[config.mk]
export PLATFORM = sky130hd
export DESIGN_NAME = selch_top
export DESIGN_NICKNAME = d
export VERILOG_FILES = /design/src/rtl/selch_pkg.sv /design/src/rtl/selch_setup.sv /design/src/rtl/selch_addr.sv /design/src/rtl/selch_xfer.sv /design/src/rtl/selch_top.sv
export SDC_FILE = /design/constraint.sdc
export NUM_CORES = 1
export LEC_CHECK = 0
export BUFFER_PORTS_ARGS = -buffer_cell sky130_fd_sc_hd__buf_4
export CAP_MARGIN = 10
export CORE_MARGIN = 4
export CORE_UTILIZATION = 49
export CTS_CLUSTER_DIAMETER = 50
export DETAILED_ROUTE_END_ITERATION = 10
export HOLD_SLACK_MARGIN = 0.15
export PLACE_DENSITY = 0.82
export SYNTH_ARGS = -nofsm -noshare
export SYNTH_HDL_FRONTEND = slang
export SYNTH_SLANG_ARGS = --single-unit
[constraint.sdc]
create_clock -name clk -period 2.8 [get_ports clk]
set_clock_uncertainty 0.1 [all_clocks]
set_input_delay 0.28 -clock clk [delete_from_list [all_inputs] [get_ports clk]]
set_output_delay 0.28 -clock clk [all_outputs]
set_load 0.005 [all_outputs]
[src/rtl/selch_pkg.sv]
package selch_pkg;

    localparam int DATA_W = 8;
    localparam int ADDR_W = 20;
    localparam int LEN_W  = 16;
    localparam int CNT_W  = 3;
    localparam int ARM_WRITES = 4;

    typedef struct packed {
        logic       to_mem;
        logic       io_space;
        logic       count_up;
        logic       wait_st;
        logic [3:0] prio;
    } mode_t;

    typedef enum logic [2:0] {
        ST_IDLE,
        ST_IN,
        ST_MEM,
        ST_RDAT,
        ST_OUT
    } xfer_state_e;

    function automatic logic [ADDR_W-1:0] next_addr(input logic [ADDR_W-1:0] a,
                                                    input logic up);
        return up ? a + ADDR_W'(1) : a - ADDR_W'(1);
    endfunction

endpackage

[src/rtl/selch_setup.sv]
module selch_setup
    import selch_pkg::*;
#(
    parameter int DW = DATA_W,
    parameter int AW = ADDR_W,
    parameter int CW = CNT_W,
    parameter int ARM_N = ARM_WRITES
) (
    input  logic          clk,
    input  logic          rst,
    input  logic          wr,
    input  logic          rd,
    input  logic [DW-1:0] wdata,
    output logic [DW-1:0] rdata,
    output logic          armed,
    output logic          load,
    output logic [AW-1:0] load_addr,
    output logic [DW-1:0] mode
);
    localparam int SW = AW + DW;
    localparam logic [CW-1:0] CNT_MAX = {CW{1'b1}};

    logic [SW-1:0] sreg;
    logic [SW-1:0] sreg_next;
    logic [CW-1:0] cnt;

    assign sreg_next = {sreg[SW-DW-1:0], wdata};

    always_ff @(posedge clk) begin
        if (rst) begin
            sreg  <= '0;
            cnt   <= '0;
            rdata <= '0;
        end else begin
            rdata <= rd ? {DW{1'b1}} : '0;
            if (wr) sreg <= sreg_next;
            if (rd)
                cnt <= '0;
            else if (wr && cnt != CNT_MAX)
                cnt <= cnt + CW'(1);
        end
    end

    assign armed     = (cnt == CW'(ARM_N));
    assign load      = wr;
    assign load_addr = sreg_next[SW-1:DW];
    assign mode      = sreg[DW-1:0];

    assert_rd_disarms_R3: assert property (@(posedge clk) disable iff (rst)
        rd |=> !armed);

    assert_rd_returns_ff_R3: assert property (@(posedge clk) disable iff (rst)
        rd |=> (rdata == {DW{1'b1}}));

endmodule

[src/rtl/selch_addr.sv]
module selch_addr
    import selch_pkg::*;
#(
    parameter int AW = ADDR_W
) (
    input  logic          clk,
    input  logic          rst,
    input  logic          load,
    input  logic [AW-1:0] load_val,
    input  logic          step,
    input  logic          up,
    output logic [AW-1:0] addr
);
    always_ff @(posedge clk) begin
        if (rst)
            addr <= '0;
        else if (load)
            addr <= load_val;
        else if (step)
            addr <= next_addr(addr, up);
    end
endmodule

[src/rtl/selch_xfer.sv]
module selch_xfer
    import selch_pkg::*;
#(
    parameter int DW = DATA_W,
    parameter int AW = ADDR_W,
    parameter int LW = LEN_W
) (
    input  logic          clk,
    input  logic          rst,
    input  logic          armed,
    input  mode_t         mode,
    input  logic          start,
    input  logic [LW-1:0] len,
    input  logic [AW-1:0] addr,
    output logic          step,
    output logic          up,
    output logic          busy,
    output logic          done,
    output logic          err,
    output logic          mem_req,
    output logic          mem_we,
    output logic [AW-1:0] mem_addr,
    output logic [DW-1:0] mem_wdata,
    input  logic [DW-1:0] mem_rdata,
    output logic          out_valid,
    input  logic          out_ready,
    output logic [DW-1:0] out_data,
    input  logic          in_valid,
    output logic          in_ready,
    input  logic [DW-1:0] in_data
);
    xfer_state_e   state;
    logic [LW-1:0] remaining;
    logic [DW-1:0] data_q;
    logic          ws_done;
    logic          lat_to_mem;
    logic          lat_up;
    logic          lat_wait;
    logic          mem_last;
    logic          last_byte;

    assign mem_last  = !(lat_wait && !ws_done);
    assign last_byte = (remaining == LW'(1));

    always_ff @(posedge clk) begin
        if (rst) begin
            state      <= ST_IDLE;
            remaining  <= '0;
            data_q     <= '0;
            ws_done    <= 1'b0;
            done       <= 1'b0;
            err        <= 1'b0;
            lat_to_mem <= 1'b0;
            lat_up     <= 1'b0;
            lat_wait   <= 1'b0;
        end else begin
            done <= 1'b0;
            err  <= 1'b0;
            case (state)
                ST_IDLE: begin
                    if (start) begin
                        if (!armed || mode.io_space) begin
                            err <= 1'b1;
                        end else if (len == '0) begin
                            done <= 1'b1;
                        end else begin
                            remaining  <= len;
                            lat_to_mem <= mode.to_mem;
                            lat_up     <= mode.count_up;
                            lat_wait   <= mode.wait_st;
                            state      <= mode.to_mem ? ST_IN : ST_MEM;
                        end
                    end
                end
                ST_IN: begin
                    if (in_valid) begin
                        data_q <= in_data;
                        state  <= ST_MEM;
                    end
                end
                ST_MEM: begin
                    if (!mem_last) begin
                        ws_done <= 1'b1;
                    end else begin
                        ws_done <= 1'b0;
                        if (lat_to_mem) begin
                            remaining <= remaining - LW'(1);
                            if (last_byte) begin
                                state <= ST_IDLE;
                                done  <= 1'b1;
                            end else begin
                                state <= ST_IN;
                            end
                        end else begin
                            state <= ST_RDAT;
                        end
                    end
                end
                ST_RDAT: begin
                    data_q <= mem_rdata;
                    state  <= ST_OUT;
                end
                ST_OUT: begin
                    if (out_ready) begin
                        remaining <= remaining - LW'(1);
                        if (last_byte) begin
                            state <= ST_IDLE;
                            done  <= 1'b1;
                        end else begin
                            state <= ST_MEM;
                        end
                    end
                end
                default: state <= ST_IDLE;
            endcase
        end
    end

    always_comb begin
        busy      = (state != ST_IDLE);
        mem_req   = (state == ST_MEM);
        mem_we    = (state == ST_MEM) && lat_to_mem;
        mem_addr  = addr;
        mem_wdata = data_q;
        step      = (state == ST_MEM) && mem_last;
        up        = lat_up;
        out_valid = (state == ST_OUT);
        out_data  = data_q;
        in_ready  = (state == ST_IN);
    end

    assert_err_no_access_R4: assert property (@(posedge clk) disable iff (rst)
        err |-> (!mem_req && !done));

    assert_out_hold_R6: assert property (@(posedge clk) disable iff (rst)
        (out_valid && !out_ready) |=> (out_valid && $stable(out_data)));

    assert_wait_two_cycles_R10: assert property (@(posedge clk) disable iff (rst)
        ($rose(mem_req) && lat_wait) |=> mem_req);

    assert_nowait_one_cycle_R10: assert property (@(posedge clk) disable iff (rst)
        (mem_req && !lat_wait) |=> !mem_req);

    assert_done_idle_R12: assert property (@(posedge clk) disable iff (rst)
        done |-> (!busy && !err));

endmodule

[src/rtl/selch_top.sv]
module selch_top
    import selch_pkg::*;
#(
    parameter int DW = DATA_W,
    parameter int AW = ADDR_W,
    parameter int LW = LEN_W
) (
    input  logic          clk,
    input  logic          rst,
    input  logic          host_wr,
    input  logic          host_rd,
    input  logic [DW-1:0] host_wdata,
    output logic [DW-1:0] host_rdata,
    output logic          armed,
    output logic [AW-1:0] cfg_addr,
    output logic [DW-1:0] cfg_mode,
    input  logic          xfer_start,
    input  logic [LW-1:0] xfer_len,
    output logic          xfer_busy,
    output logic          xfer_done,
    output logic          xfer_err,
    output logic          out_valid,
    input  logic          out_ready,
    output logic [DW-1:0] out_data,
    input  logic          in_valid,
    output logic          in_ready,
    input  logic [DW-1:0] in_data,
    output logic          mem_req,
    output logic          mem_we,
    output logic [AW-1:0] mem_addr,
    output logic [DW-1:0] mem_wdata,
    input  logic [DW-1:0] mem_rdata
);
    logic          load;
    logic [AW-1:0] load_addr;
    logic          step;
    logic          up;
    logic [DW-1:0] mode_raw;
    mode_t         mode;

    assign mode     = mode_t'(mode_raw);
    assign cfg_mode = mode_raw;

    selch_setup #(.DW(DW), .AW(AW)) u_setup (
        .clk(clk), .rst(rst), .wr(host_wr), .rd(host_rd), .wdata(host_wdata),
        .rdata(host_rdata), .armed(armed), .load(load), .load_addr(load_addr),
        .mode(mode_raw)
    );

    selch_addr #(.AW(AW)) u_addr (
        .clk(clk), .rst(rst), .load(load), .load_val(load_addr),
        .step(step), .up(up), .addr(cfg_addr)
    );

    selch_xfer #(.DW(DW), .AW(AW), .LW(LW)) u_xfer (
        .clk(clk), .rst(rst), .armed(armed), .mode(mode), .start(xfer_start),
        .len(xfer_len), .addr(cfg_addr), .step(step), .up(up), .busy(xfer_busy),
        .done(xfer_done), .err(xfer_err), .mem_req(mem_req), .mem_we(mem_we),
        .mem_addr(mem_addr), .mem_wdata(mem_wdata), .mem_rdata(mem_rdata),
        .out_valid(out_valid), .out_ready(out_ready), .out_data(out_data),
        .in_valid(in_valid), .in_ready(in_ready), .in_data(in_data)
    );

    assert_req_only_busy_R4: assert property (@(posedge clk) disable iff (rst)
        mem_req |-> xfer_busy);

endmodule

==> results.sh, run 1 <==
export IMPL_ys_ff_latch=77
export IMPL_grt_pass1_vias=4702
export IMPL_drv_slew=0
export IMPL_post_route_util_pct=62.4
export IMPL_num_vias=4981
export IMPL_ctsRootBufferMaster="clkbuf_8"
export IMPL_via_per_inst=5.73
export IMPL_initial_utilization_pct=50.4
export IMPL_synthCells=641
export IMPL_hpwl_um=9830
export IMPL_fin_crit_sh_pct=93.5
export IMPL_yosysSeqAreaShare_pct=31.3
export IMPL_synth_edf_count=0
export IMPL_overflow=0
export IMPL_ir_drop_uv=283
export IMPL_grt_usage_pct=23.6
export IMPL_drtIter0Drc=397
export IMPL_nets=802
export IMPL_p_leak_nw=2.67
export IMPL_register_area_um2=1540
export IMPL_setup_viol=0
export IMPL_htreeDepth=3
export IMPL_clk_latency_ns=0.34
export IMPL_path_buf_inv=2
export IMPL_fin_crit_ns=2.62
export IMPL_cts_clk_slew_worst_paths_ns=0.09
export IMPL_die_y_um=108
export IMPL_hold_class="primary input to flop"
export IMPL_dieWidth_um=108
export IMPL_antennaDiodeCount=0
export IMPL_maxCapViolations=0
export IMPL_yosysTopAreaCell="dfxtp_1"
export IMPL_tightestPinTransition_ns=0.912
export IMPL_grt_max_degree=71
export IMPL_antenna_found_initial=0
export IMPL_hold_violations=0
export IMPL_yosys_most_used_dff="dfxtp_1"
export IMPL_max_freq_ghz=0.382
export IMPL_hold_worst_slack_ns=0.196
export IMPL_rows=36
export IMPL_maxSlewHeadroom_pct=39.1
export IMPL_worstSetupPathType="flop to flop"
export IMPL_ant_nets=0
export IMPL_worstPathRequired_ns=2.93
export IMPL_first_pass_iters=5
export IMPL_core_um2=9770
export IMPL_dpl_worst_slack_ns=0.213
export IMPL_pin_count=127
export IMPL_cts_max_path_buffers=2
export IMPL_grt_pass1_wl_um=22400
export IMPL_die_area_um2=11700
export IMPL_wl_per_cell_um=15.9
export IMPL_synth_area_leaders="dfxtp_1, a21oi_1, buf_4, nor2_1, ha_1"
export IMPL_rsz0062_at_grt="false"
export IMPL_synth_nets=712
export IMPL_multi_input_area_um2=2850
export IMPL_status="complete, no violations"
export IMPL_fill_cells=832
export IMPL_path_cells="inv_1, buf_4, ha_1, a21oi_1, o221ai_1, a41oi_1, o21ai_0, xnor2_1, o22ai_1"
export IMPL_yosysWarningCount=0
export IMPL_async_flop_share_pct=0
export IMPL_startpoint_type="flop"
export IMPL_wl_um=13800
export IMPL_area_growth_pct=23.8
export IMPL_netlist_area_um2=4920
export IMPL_cts_tree="yes"
export IMPL_io_buffer_count=126
export IMPL_cts_setup_buffers=0
export IMPL_crit_family="compound AO/OA/AOI/OAI gates"
export IMPL_path_max_fanout=13
export IMPL_yosysUniqueCellTypes=58
export IMPL_syn_avg_cell_area_um2=7.68
export IMPL_drive_above_1_share_pct=22.3
export IMPL_crit_path_end_kind="flop"
export IMPL_finalWeightedCongestion=0.924
export IMPL_p_per_area_nw_per_um2=415
export IMPL_fin_ws_ns=0.182
export IMPL_worstPathArrival_ns=2.75
export IMPL_yosysTopAreaCellShare_pct=31.3
export IMPL_numCtsBuffers=9
export IMPL_post_route_drc_count=0
export IMPL_cp_slowest_stage_delay_ns=0.36
export IMPL_crit_path_top_delay_cell="a41oi_1"
export IMPL_fin_tns_setup_ns=0
export IMPL_cts_sinks=77
worst register-to-register path, delay by kind of cell, from the launching register on:
kind	cells	cell delay [ns]
AOI/OAI and AO/OA	5	1.10
DFF	1	0.34
adders and majority gates	1	0.32
buffers and inverters	2	0.46
xor gates and xnor gates	1	0.19
state kept, by name (all words and copies together) (netlist names):
name and count:
u_setup.cnt 3, u_xfer.remaining 16, u_setup.rdata 1, u_xfer.ws_done 1, u_xfer.up 1, u_setup.sreg 20, u_xfer.done 1, u_xfer.state 3
u_xfer.lat_to_mem 1, u_xfer.err 1, u_xfer.lat_wait 1, u_addr.addr 20, u_xfer.mem_wdata 8
metal layers:
metal  GRT usage [%]  part of all wire (%)  up-vias
li1                -                     -     2395
met1            29.7                    41     2335
met2            40.9                    49      210
met3            3.40                   6.5       41
met4            8.93                   2.9        0
met5               0                     0        -
power breakdown:
group,total (mW),internal [mW],leakage [nW],switching [mW]
combinational,0.435,0.223,1.93,0.212
clock,0.950,0.525,0.112,0.425
sequential,1.15,1.12,0.625,0.0286
cell usage in the layout, fill, tap and decap left out, types with 15 or more instances in the layout:
master and n:
buf_4 135, nor2_1 84, dfxtp_1 77, a21oi_1 74
nand2_1 66, o21ai_0 27, ha_1 23, dlygate4sd3_1 23
mux2i_1 20, inv_1 19, nor3_1 18, xnor2_1 15
final cells by class:
| cell class | count | area share [%] |
|---|---|---|
| tap | 133 | 2.73 |
| clock inverter | 6 | 1.42 |
| sequential | 77 | 25.3 |
| clock buffer | 10 | 2.26 |
| inverter | 20 | 1.23 |
| multi-input combinational | 465 | 46.7 |
| timing repair buffer | 158 | 20.4 |
through the flow:
step,instances,power [mW],cell area [um2]
floorplan,641,1.44,4920
finish,869,2.53,6100
detailed placement,830,1.58,5640
global placement,830,1.56,5640
global route,869,2.63,6100
CTS,869,2.54,6090
final timing paths:
check	startpoint	endpoint	slack (ns)	cells past startpoint
worst max-delay path	u_xfer.up	u_addr.addr[19]	0.18	9
worst min-delay path	xfer_len[2]	u_xfer.remaining[2]	0.20	5
worst max register to register	u_xfer.up	u_addr.addr[19]	0.18	9
worst min register to register	u_xfer.remaining[15]	u_xfer.remaining[15]	0.38	2
cell usage after synthesis, drive strengths merged, types with 13 or more instances:
library cell and number:
xnor2 15, clkbuf 26, nand2 66, nor3 18, inv 20, o21ai 27, buf 53, mux2i 20
a21oi 74, nor2 84, dfxtp 77, ha 23, nand3 13
cells by family after synthesis:
logic type | count (synthesis) | share of synthesized area, %
compound gates | 170 | 22.3
fa+ha+maj | 24 | 6.25
simple gates | 232 | 21.7
flops | 77 | 31.3
mux | 20 | 4.07
buf+inv | 99 | 11.0
xor+xnor | 19 | 3.38
timing repair:
action,4_1_cts,5_1_grt
gates resized for setup,0,1
hold buffers,23,0
endpoints found under the hold margin,26,0
setup endpoints to repair,0,1
No activity file was read; power rests on OpenSTA's default activity.
==> run 2: changes to the inputs <==
ABC_AREA = 1   (was unset)
PLACE_DENSITY = 0.81   (was 0.82)
==> results.sh, run 2 <==
export IMPL_ys_ff_latch=77
export IMPL_layout_commonest_cell="nand2_1"
export IMPL_ant_nets=0
export IMPL_hpwl_um=10400
export IMPL_cts_clk_slew_worst_paths_ns=0.08
export IMPL_htreeDepth=3
export IMPL_cts_resized=0
export IMPL_grt_usage_pct=22.8
export IMPL_yosysTopAreaCell="dfxtp_1"
export IMPL_synth_area_leaders="dfxtp_1, nand2_1, inv_1, nor2_1, buf_4"
export IMPL_clk_latency_ns=0.36
export IMPL_drtIter0Drc=283
export IMPL_antenna_found_initial=0
export IMPL_initial_utilization_pct=50.5
export IMPL_p_per_area_nw_per_um2=435
export IMPL_grt_max_degree=53
export IMPL_yosysTopAreaCellShare_pct=29.3
export IMPL_dieWidth_um=112
export IMPL_nets=996
export IMPL_post_route_util_pct=61.5
export IMPL_maxSlewHeadroom_pct=51.7
export IMPL_synthCells=825
export IMPL_hold_class="primary input to flop"
export IMPL_stdcell_count=1066
export IMPL_p_leak_nw=3.24
export IMPL_io_buffer_count=126
export IMPL_post_route_drc_count=0
export IMPL_max_freq_ghz=0.395
export IMPL_worstPathArrival_ns=2.71
export IMPL_wl_per_cell_um=13.3
export IMPL_cts_max_path_buffers=2
export IMPL_first_pass_iters=5
export IMPL_cts_setup_buffers=0
export IMPL_synth_xor_area_share_pct=2.00
export IMPL_mostFrequentLayoutCells="nand2_1, buf_4, inv_1, nor2_1, dfxtp_1"
export IMPL_async_flop_share_pct=0
export IMPL_synthMuxAreaShare_pct=0.190
export IMPL_startpoint_type="flop"
export IMPL_drv_slew=0
export IMPL_yosysUniqueCellTypes=39
export IMPL_synth_compound_area_share_pct=13.8
export IMPL_ctsHoldBuffers=25
export IMPL_worstSetupPathType="flop to flop"
export IMPL_pin_count=127
export IMPL_overflow=0
export IMPL_die_y_um=112
export IMPL_synth_nets=896
export IMPL_tightestPinTransition_ns=0.724
export IMPL_largestRegisters="u_addr.addr (20), u_setup.sreg (20), u_xfer.remaining (16)"
export IMPL_num_vias=5358
export IMPL_worstPathRequired_ns=2.98
export IMPL_finalWeightedCongestion=0.910
export IMPL_path_common_cell="nand2_1"
export IMPL_synth_fa_ha_area_share_pct=5.85
export IMPL_yosysWarningCount=0
export IMPL_core_um2=10400
export IMPL_ctsRootBufferMaster="clkbuf_8"
export IMPL_synthTopCellsByCount="nand2_1, inv_1, nor2_1"
export IMPL_fin_crit_sh_pct=90.3
export IMPL_path_max_fanout=20
export IMPL_synth_edf_count=0
export IMPL_syn_avg_cell_area_um2=6.38
export IMPL_rsz0062_at_grt="false"
export IMPL_placedCellCount=1025
export IMPL_yosys_most_used_dff="dfxtp_1"
export IMPL_crit_path_top_delay_cell="inv_1"
export IMPL_cp_slowest_stage_delay_ns=0.52
export IMPL_synth_most_common_cell="nand2_1"
export IMPL_antennaDiodeCount=0
export IMPL_grt_pass1_vias=5066
export IMPL_yosysSeqAreaShare_pct=29.3
export IMPL_numCtsBuffers=9
export IMPL_cts_tree="yes"
export IMPL_grt_pass1_wl_um=23700
export IMPL_hold_violations=0
export IMPL_crit_path_end_kind="flop"
export IMPL_setup_viol=0
export IMPL_synth_simple_area_share_pct=32.2
export IMPL_via_per_inst=5.03
export IMPL_rows=37
export IMPL_netlist_area_um2=5260
export IMPL_cts_sinks=77
export IMPL_fin_crit_ns=2.53
export IMPL_status="complete, no violations"
export IMPL_drive_above_1_share_pct=18.0
export IMPL_synth_top_family_by_area="simple AND/OR/NAND/NOR gates"
export IMPL_path_cells="inv_1, ha_1, nand2_1, inv_1, a21oi_1, nand2_1, nand2_1, nand3_1, nand2_1, nand3_1, a21oi_1"
export IMPL_maxCapViolations=0
export IMPL_fin_tns_setup_ns=0
export IMPL_wl_um=14200
export IMPL_ir_drop_uv=352
export IMPL_die_area_um2=12500
export IMPL_area_growth_pct=21.7
run 2: cell count changes in the layout (fill, tap and decap cells not counted), sizes merged, moves of 12 or more:
cell    previous run  this run
nand2             66       227
inv               20       107
nand3             13        52
mux2i             20         1
o21ai             27        45
nor2              84       101
nor3              18         5
xnor2             15         2
nand2b            12         0
run 2: report_power, final:
group          total [mW]  switching (mW)  internal (mW)
Sequential           1.17          0.0382           1.13
Clock               0.938           0.436          0.502
Combinational       0.676           0.394          0.283
run 2: routing by layer:
layer,vias up,routed length [um],track usage (%)
met1,2408,6160,28.2
met4,0,262,7.38
met3,25,773,4.62
li1,2781,-,-
met2,144,6960,39.7
met5,-,0,0
run 2: kinds of logic (layout without fill, tap and decap cells):
family | count (synthesis) | count (layout)
AOI/OAI and AO/OA | 134 | 134
xor gates and xnor gates | 12 | 12
adders and majority gates | 24 | 24
buffers and inverters | 174 | 279
DFF | 77 | 77
muxes | 1 | 1
and+or+nand+nor | 403 | 403
run 2: per-stage QoR:
stage	setup WS (ns)	instance area [um2]	power, mW	hold slack, ns
floorplan	0.753	5260	1.65	0.287
global placement	0.410	5940	1.82	0.350
detailed placement	0.329	5940	1.83	0.352
CTS	0.311	6400	2.80	0.153
global route	0.0474	6400	2.94	0.194
finish	0.271	6400	2.78	0.149
run 2: critical path: cells and delay by family, from the launching register on:
kind	cells	cell delay (ns)
fa+ha+maj	1	0.41
flops	1	0.33
compound gates	2	0.50
simple gates	6	0.55
buf+inv	2	0.57
run 2: final timing paths:
path	from	to	slack, ns	cells past startpoint
setup / recovery	u_xfer.up	u_addr.addr[17]	0.27	11
hold / removal	xfer_len[7]	u_xfer.remaining[7]	0.15	5
setup reg to reg	u_xfer.up	u_addr.addr[17]	0.27	11
hold reg to reg	u_setup.sreg[10]	u_setup.sreg[10]	0.36	2
run 2: area by class of cell:
class	instances	area [um2]
Clock inverter	6	87.6
Timing Repair Buffer	155	1230
Tap cell	136	170
Multi-Input combinational cell	574	2840
Inverter	108	408
Sequential cell	77	1540
Fill cell	978	4010
Clock buffer	10	128
